### src/rtl/vbq_pkg.sv
package vbq_pkg;

    localparam int SRC_BW  = 24;   // byte source width
    localparam int LEN_BW  = 17;   // byte length width
    localparam int DST_W   = 16;   // destination width
    localparam int WSRC_W  = SRC_BW - 1;
    localparam int WLEN_W  = LEN_BW - 1;
    localparam int PAGE_W  = 16;   // words per source page = 2**PAGE_W
    localparam int BANK_W  = WSRC_W - PAGE_W;
    localparam logic [PAGE_W:0] PAGE_SPAN = {1'b1, {PAGE_W{1'b0}}};

    localparam logic [1:0] TGT_COLOUR = 2'd1;
    localparam logic [1:0] TGT_SCROLL = 2'd2;

    // register numbers decoded by the engine, in emission order
    localparam logic [7:0] REG_LEN_LO = 8'h93;
    localparam logic [7:0] REG_LEN_HI = 8'h94;
    localparam logic [7:0] REG_SRC_LO = 8'h95;
    localparam logic [7:0] REG_SRC_MI = 8'h96;
    localparam logic [7:0] REG_SRC_HI = 8'h97;

    localparam int WORDS_PER_XFER = 7;
    localparam logic [2:0] LAST_WORD = 3'(WORDS_PER_XFER - 1);

    typedef struct packed {
        logic [WSRC_W-1:0] src;
        logic [WLEN_W-1:0] len;
        logic [DST_W-1:0]  dst;
        logic [1:0]        tgt;
    } xfer_t;

    typedef enum logic [1:0] {
        S_IDLE,
        S_WAIT,
        S_EMIT,
        S_FINISH
    } drain_st_e;

    function automatic logic [15:0] emit_word(input xfer_t e, input logic [2:0] idx);
        logic [15:0] w;
        case (idx)
            3'd0:    w = {REG_LEN_LO, e.len[7:0]};
            3'd1:    w = {REG_LEN_HI, e.len[15:8]};
            3'd2:    w = {REG_SRC_LO, e.src[7:0]};
            3'd3:    w = {REG_SRC_MI, e.src[15:8]};
            3'd4:    w = {REG_SRC_HI, 1'b0, e.src[22:16]};
            3'd5:    w = {(e.tgt == TGT_COLOUR) ? 2'b11 : 2'b01, e.dst[13:0]};
            3'd6:    w = {8'h00, 1'b1, 2'b00, (e.tgt == TGT_SCROLL), 2'b00, e.dst[15:14]};
            default: w = 16'h0000;
        endcase
        return w;
    endfunction

endpackage

### src/rtl/vbq_split.sv
module vbq_split
    import vbq_pkg::*;
(
    input  logic [SRC_BW-1:0] src_b,
    input  logic [LEN_BW-1:0] len_b,
    input  logic [DST_W-1:0]  dst_b,
    input  logic [1:0]        tgt,
    output xfer_t             part_a,
    output xfer_t             part_b,
    output logic              crosses
);

    logic [WSRC_W-1:0] wsrc;
    logic [WLEN_W-1:0] wlen;
    logic [PAGE_W:0]   end_off;
    logic [PAGE_W:0]   head_full;
    logic [WLEN_W-1:0] head_len;
    logic              unused_bits;

    // dropping bit 0 converts to words; the width keeps 23 bits of source
    assign wsrc      = src_b[SRC_BW-1:1];
    assign wlen      = len_b[LEN_BW-1:1];
    assign end_off   = {1'b0, wsrc[PAGE_W-1:0]} + {1'b0, wlen};
    assign crosses   = end_off > PAGE_SPAN;
    assign head_full = PAGE_SPAN - {1'b0, wsrc[PAGE_W-1:0]};
    assign head_len  = head_full[WLEN_W-1:0];
    assign unused_bits = src_b[0] ^ len_b[0] ^ head_full[PAGE_W];

    always_comb begin
        part_a.src = wsrc;
        part_a.len = crosses ? head_len : wlen;
        part_a.dst = dst_b;
        part_a.tgt = tgt;

        part_b.src = {wsrc[WSRC_W-1:PAGE_W] + BANK_W'(1), {PAGE_W{1'b0}}};
        part_b.len = wlen - head_len;
        part_b.dst = dst_b + {head_len[DST_W-2:0], 1'b0};
        part_b.tgt = tgt;
    end

endmodule

### src/rtl/vbq_store.sv
module vbq_store
    import vbq_pkg::*;
#(
    parameter int DEPTH = 16
) (
    input  logic                         clk,
    input  logic                         rst_n,
    input  logic [1:0]                   push_n,
    input  xfer_t                        in_a,
    input  xfer_t                        in_b,
    input  logic                         pop,
    output xfer_t                        head,
    output logic [$clog2(DEPTH+1)-1:0]   fill
);

    localparam int AW = $clog2(DEPTH);
    localparam int CW = $clog2(DEPTH + 1);

    xfer_t            mem [DEPTH];
    logic [AW-1:0]    wptr;
    logic [AW-1:0]    rptr;
    logic [AW-1:0]    wptr_nx;

    assign wptr_nx = wptr + AW'(1);
    assign head    = mem[rptr];

    always_ff @(posedge clk) begin
        if (push_n != 2'd0) mem[wptr] <= in_a;
        if (push_n == 2'd2) mem[wptr_nx] <= in_b;
    end

    always_ff @(posedge clk) begin
        if (!rst_n) begin
            wptr <= '0;
            rptr <= '0;
            fill <= '0;
        end else begin
            wptr <= wptr + AW'(push_n);
            rptr <= rptr + AW'(pop);
            fill <= fill + CW'(push_n) - CW'(pop);
        end
    end

endmodule

### src/rtl/vbq_drain.sv
module vbq_drain
    import vbq_pkg::*;
(
    input  logic        clk,
    input  logic        rst_n,
    input  logic        vblank,
    input  logic        port_busy,
    input  logic        empty,
    input  xfer_t       head,
    output logic        port_wr,
    output logic [15:0] port_data,
    output logic        pop,
    output logic        done,
    output logic        draining
);

    drain_st_e  state, state_nx;
    logic [2:0] idx, idx_nx;
    logic       vb_q;
    logic       vb_rise;

    assign vb_rise = vblank & ~vb_q;

    // state register
    always_ff @(posedge clk) begin
        if (!rst_n) begin
            state <= S_IDLE;
            idx   <= '0;
            vb_q  <= 1'b0;
        end else begin
            state <= state_nx;
            idx   <= idx_nx;
            vb_q  <= vblank;
        end
    end

    // transitions
    always_comb begin
        state_nx = state;
        idx_nx   = idx;
        unique case (state)
            S_IDLE: begin
                if (vb_rise) state_nx = S_WAIT;
            end
            S_WAIT: begin
                if (empty) begin
                    state_nx = S_FINISH;
                end else if (!port_busy) begin
                    state_nx = S_EMIT;
                    idx_nx   = '0;
                end
            end
            S_EMIT: begin
                if (idx == LAST_WORD) state_nx = S_WAIT;
                else                  idx_nx   = idx + 3'd1;
            end
            S_FINISH: state_nx = S_IDLE;
        endcase
    end

    // outputs
    always_comb begin
        port_wr   = 1'b0;
        port_data = 16'h0000;
        pop       = 1'b0;
        done      = 1'b0;
        draining  = 1'b1;
        unique case (state)
            S_IDLE:   draining = 1'b0;
            S_WAIT:   ;
            S_EMIT: begin
                port_wr   = 1'b1;
                port_data = emit_word(head, idx);
                pop       = (idx == LAST_WORD);
            end
            S_FINISH: done = 1'b1;
        endcase
    end

endmodule

### src/rtl/vbdma_queue.sv
module vbdma_queue
    import vbq_pkg::*;
#(
    parameter int DEPTH = 16
) (
    input  logic              clk,
    input  logic              rst_n,
    input  logic              req_valid,
    output logic              req_ready,
    input  logic [SRC_BW-1:0] req_src,
    input  logic [LEN_BW-1:0] req_len,
    input  logic [DST_W-1:0]  req_dst,
    input  logic [1:0]        req_tgt,
    input  logic              vblank,
    input  logic              port_busy,
    output logic              port_wr,
    output logic [15:0]       port_data,
    output logic              done,
    output logic              overflow
);

    localparam int FILL_W = $clog2(DEPTH + 1);

    xfer_t             part_a, part_b, head;
    logic              crosses;
    logic [FILL_W-1:0] fill;
    logic [FILL_W-1:0] room;
    logic              room_ok;
    logic              draining;
    logic              pop;
    logic [1:0]        push_n;

    vbq_split u_split (
        .src_b   (req_src),
        .len_b   (req_len),
        .dst_b   (req_dst),
        .tgt     (req_tgt),
        .part_a  (part_a),
        .part_b  (part_b),
        .crosses (crosses)
    );

    assign room      = FILL_W'(DEPTH) - fill;
    assign room_ok   = crosses ? (room >= FILL_W'(2)) : (room >= FILL_W'(1));
    assign req_ready = !draining && room_ok;
    assign push_n    = (req_valid && req_ready) ? (crosses ? 2'd2 : 2'd1) : 2'd0;

    vbq_store #(.DEPTH(DEPTH)) u_store (
        .clk    (clk),
        .rst_n  (rst_n),
        .push_n (push_n),
        .in_a   (part_a),
        .in_b   (part_b),
        .pop    (pop),
        .head   (head),
        .fill   (fill)
    );

    vbq_drain u_drain (
        .clk       (clk),
        .rst_n     (rst_n),
        .vblank    (vblank),
        .port_busy (port_busy),
        .empty     (fill == '0),
        .head      (head),
        .port_wr   (port_wr),
        .port_data (port_data),
        .pop       (pop),
        .done      (done),
        .draining  (draining)
    );

    always_ff @(posedge clk) begin
        if (!rst_n)                                 overflow <= 1'b0;
        else if (req_valid && !draining && !room_ok) overflow <= 1'b1;
    end

endmodule

### config.mk
export PLATFORM = sky130hd
export DESIGN_NAME = vbdma_queue
export DESIGN_NICKNAME = d
export VERILOG_FILES = /design/src/rtl/vbq_pkg.sv /design/src/rtl/vbq_split.sv /design/src/rtl/vbq_store.sv /design/src/rtl/vbq_drain.sv /design/src/rtl/vbdma_queue.sv
export SDC_FILE = /design/constraint.sdc
export NUM_CORES = 2
export LEC_CHECK = 0
export BUFFER_PORTS_ARGS = -buffer_cell sky130_fd_sc_hd__buf_2
export CAP_MARGIN = 10
export CORE_MARGIN = 8
export CORE_UTILIZATION = 45
export CTS_BUF_LIST = sky130_fd_sc_hd__clkbuf_4 sky130_fd_sc_hd__clkbuf_8
export CTS_CLUSTER_DIAMETER = 50
export DETAILED_ROUTE_END_ITERATION = 10
export GPL_ROUTABILITY_DRIVEN = 0
export GPL_TIMING_DRIVEN = 1
export PLACE_DENSITY = 0.58
export SLEW_MARGIN = 25
export SYNTH_ARGS = -nofsm -noshare
export SYNTH_HDL_FRONTEND = slang
export SYNTH_SLANG_ARGS = --single-unit
### constraint.sdc
create_clock -name clk -period 6.2 [get_ports clk]
set_input_delay 0.93 -clock clk [delete_from_list [all_inputs] [get_ports clk]]
set_output_delay 0.93 -clock clk [all_outputs]
set_load 0.01 [all_outputs]
==> run_results.csv <==
group,metric,value,unit
run_status,status,"complete, no violations",
detailed_routing,drtIter0Drc,4958,
clock_network,clk_pin_slew,0.06,ns
layout,fillCellCount,9157,
clock_network,clock-root-buffer,"clkbuf_8",
timing,fin_hold_ws,0.3004,ns
worst_setup_path,cpLargestDelayFamily,"simple AND/OR/NAND/NOR gates",
flow_run,max-cap-violations,0,
yosys,postSynth.asyncResetShare,0,%
worst_setup_path,path_class,"register to primary output",
worst_setup_path,cp.required,5.27,ns
grt,overflow,0,
pwr,leakage,0.01883,µW
grt,grt_pass1_wl,247.5,mm
yosys,syn_nets,3869,
placement,placedCellCount,4986,
yosys,ys_seq_elements,932,
die,row_count,118,
layout,multi_input_area,0.01938,mm²
worst_setup_path,slowest_delay,0.86,ns
detailed_routing,viasPerCell,6.650,
placement,numPortBuffers,81,
timing,fin_crit_sh,90.91,%
clock_network,numCtsBuffers,163,
pwr,powerDensity,319.2,mW/mm²
yosys,ys_seq_area_share,54.18,%
die,die_area,0.1140,mm²
timing,rsz0062_at_grt,"no",
placement,hpwl,104.0,mm
worst_setup_path,cpMaxStageDelayCell,"a211oi_2",
yosys,ys.flop_type,"edfxtp_1",
clock_network,cts.path.max_buffers,3,
yosys,synth_edf_count,656,
worst_setup_path,cp_max_fo,9,
detailed_routing,ant_nets,0,
layout,final_nets,3907,
clock_network,post_cts_resized,0,
grt,antenna_found_initial,10,
worst_setup_path,crit_chain,"nand2b_1, clkinv_1, nand3_1, inv_1, a211oi_2, nor2_1, buf_2",
grt,grt_pass1_vias,34105,
clock_network,hold_buffers,0,
detailed_routing,drc_errors,0,
layout,regArea,0.02524,mm²
timing,period_needed,5.637,ns
clock_network,htreeDepth,4,
yosys,synth_area_per_cell,12.47,µm²
clock_network,cts_tree,"built",
grt,grt_usage,30.22,%
detailed_routing,dr.pass1.iters,7,
timing,tns,0,ns
grt,grt_max_degree,71,
layout,finalInstanceArea,0.05226,mm²
die,start_util,45.18,%
die,pin_count,84,
worst_setup_path,cp.arrival,4.71,ns
detailed_routing,wirelength,175.4,mm
die,core,0.1031,mm²
timing,fin_skew,0.04375,ns
timing,maxSlewViolCount,0,
layout,drive_gt1_share,24.49,%
clock_network,cts_setup_buffers,0,
worst_setup_path,critPathLaunchType,"register",
detailed_routing,wire_per_inst,33.16,µm
worst_setup_path,path_buf_inv,3,
timing,setup_viol,0,
yosys,ys_types,83,
layout,area_growth,12.25,%
detailed_routing,vias,35178,
worst_setup_path,cp-end-kind,"primary output",
placement,placed_cell_area,0.04901,mm²
die,die_h,337.7,µm
clock_network,cts.sinks,932,
timing,setup_ws,0.5635,ns
placement,place_ws,0.4351,ns
min_path,hp-class,"primary input to register",
timing,fmax,177.4,MHz
timing,slew_headroom,29.24,%
yosys,netlist_instances,3733,
yosys,syn-cell-area,0.04656,mm²
pwr,ir_drop,0.2170,mV
timing,timing_hold_violations_final,0,
clock_network,clk_latency,0.85,ns
timing,worst_pin_slew,1.053,ns
yosys,ys.warnings.count,0,
layout,stdcell_count,5290,
die,dieWidth,337.7,µm
per-stage QoR:
| step | power (µW) | utilization, % |
|---|---|---|
| 2_1_floorplan | 9641 | - |
| 3_3_place_gp | 10910 | 47.54 |
| 3_5_place_dp | 10970 | 47.55 |
| 4_1_cts | 16630 | 50.69 |
| 5_1_grt | 17200 | 50.71 |
| 6_report | 16680 | 50.72 |
worst register-to-register path: cells and delay by family (launching register included):
family,cells,cell delay [ns]
AOI/OAI and AO/OA,2,0.73
adders and majority gates,2,0.50
buffers and inverters,2,0.68
DFF,1,0.37
and+or+nand+nor,5,1.45
path summary, 6_finish.rpt:
path,startpoint,endpoint,slack (ns),depth (start not counted)
setup / recovery,u_drain.state[0],port_data[8],0.56,7
hold / removal,vblank,u_drain.vb_q,0.30,2
setup reg to reg,u_store.fill[0],u_store.mem[6][26],2.16,11
hold reg to reg,u_store.mem[12][38],u_store.mem[12][38],0.45,2
Yosys cell counts (44+ instances only):
cell      count  area, µm²
edfxtp_1    656      19700
nand2_1     517       1941
o22ai_1     397       2484
mux4_2      285       6419
dfxtp_1     276       5525
o21ai_0     264       1321
clkbuf_1    168      630.6
buf_2       127      635.6
mux2i_1     127       1271
nand3_1      77      385.4
inv_1        75      281.5
ha_1         67      838.3
nor2_1       53      198.9
o21ai_1      45      225.2
a21oi_1      44      220.2
logic make-up (layout without fill, tap and decap cells):
| logic type | Yosys count | after routing | share of synthesized area [%] |
|---|---|---|---|
| AOI/OAI and AO/OA | 960 | 960 | 13.23 |
| xor gates and xnor gates | 57 | 57 | 1.072 |
| adders and majority gates | 72 | 72 | 2.016 |
| buffers and inverters | 484 | 655 | 4.953 |
| DFF | 932 | 932 | 54.18 |
| muxes | 414 | 414 | 16.58 |
| other | 0 | 6 | 0 |
| and+or+nand+nor | 814 | 814 | 7.979 |
cells in the final DEF, fill, tap and decap left out, types with 13 or more instances in the layout:
cell	count
nor3_1	24
edfxtp_1	656
mux4_2	285
nor2_1	53
buf_2	81
xnor2_1	43
clkbuf_8	173
a21oi_1	44
a21o_1	30
dfxtp_1	272
o21a_1	24
mux2i_1	125
clkinv_1	41
buf_4	148
o21ai_1	45
a22o_1	14
clkinv_2	15
o21ai_0	264
inv_1	75
a21oi_4	13
nand3_1	67
buf_12	41
nor3_2	17
clkbuf_4	66
nand2_1	501
a21boi_0	23
ha_1	67
nor2b_1	16
o22ai_1	397
and2_1	27
o22ai_2	20
o2bb2ai_1	19
per-layer routing:
metal / part of all wire (%) / wire, µm / up-vias / global-route usage, %
met5: 0.012 / 21 / - / 0
met4: 4.8 / 8428 / 2 / 13.03
met3: 13 / 23560 / 474 / 9.767
met2: 43 / 76210 / 2579 / 44.59
met1: 38 / 67190 / 17654 / 40.93
li1: - / - / 14469 / -
layout make-up:
cell class              count  share of cell area (%)
multi-input cells        2317                   37.09
well taps                1380                   3.304
diodes                      6                 0.02873
clock inverters            59                  0.6871
flip-flops and latches    932                   48.29
repair buffers            270                   4.472
clock buffers             239                   5.504
inverters                  87                  0.6248
sequential cells by signal, summed over array words and instances, names as in the netlist:
signal / flops
u_store.fill: 5
u_store.mem: 912
u_drain.vb_q: 1
u_store.wptr: 4
u_store.rptr: 4
u_drain.state: 2
overflow: 1
u_drain.idx: 3
where the power goes:
| part | leakage [µW] | total [µW] | internal [µW] | switching (µW) |
|---|---|---|---|---|
| clock network | 0.00171 | 5720 | 3060 | 2660 |
| logic | 0.00806 | 3490 | 1180 | 2320 |
| registers | 0.00905 | 7470 | 7250 | 219 |
Note: power is estimated with default switching activity, not from simulation.
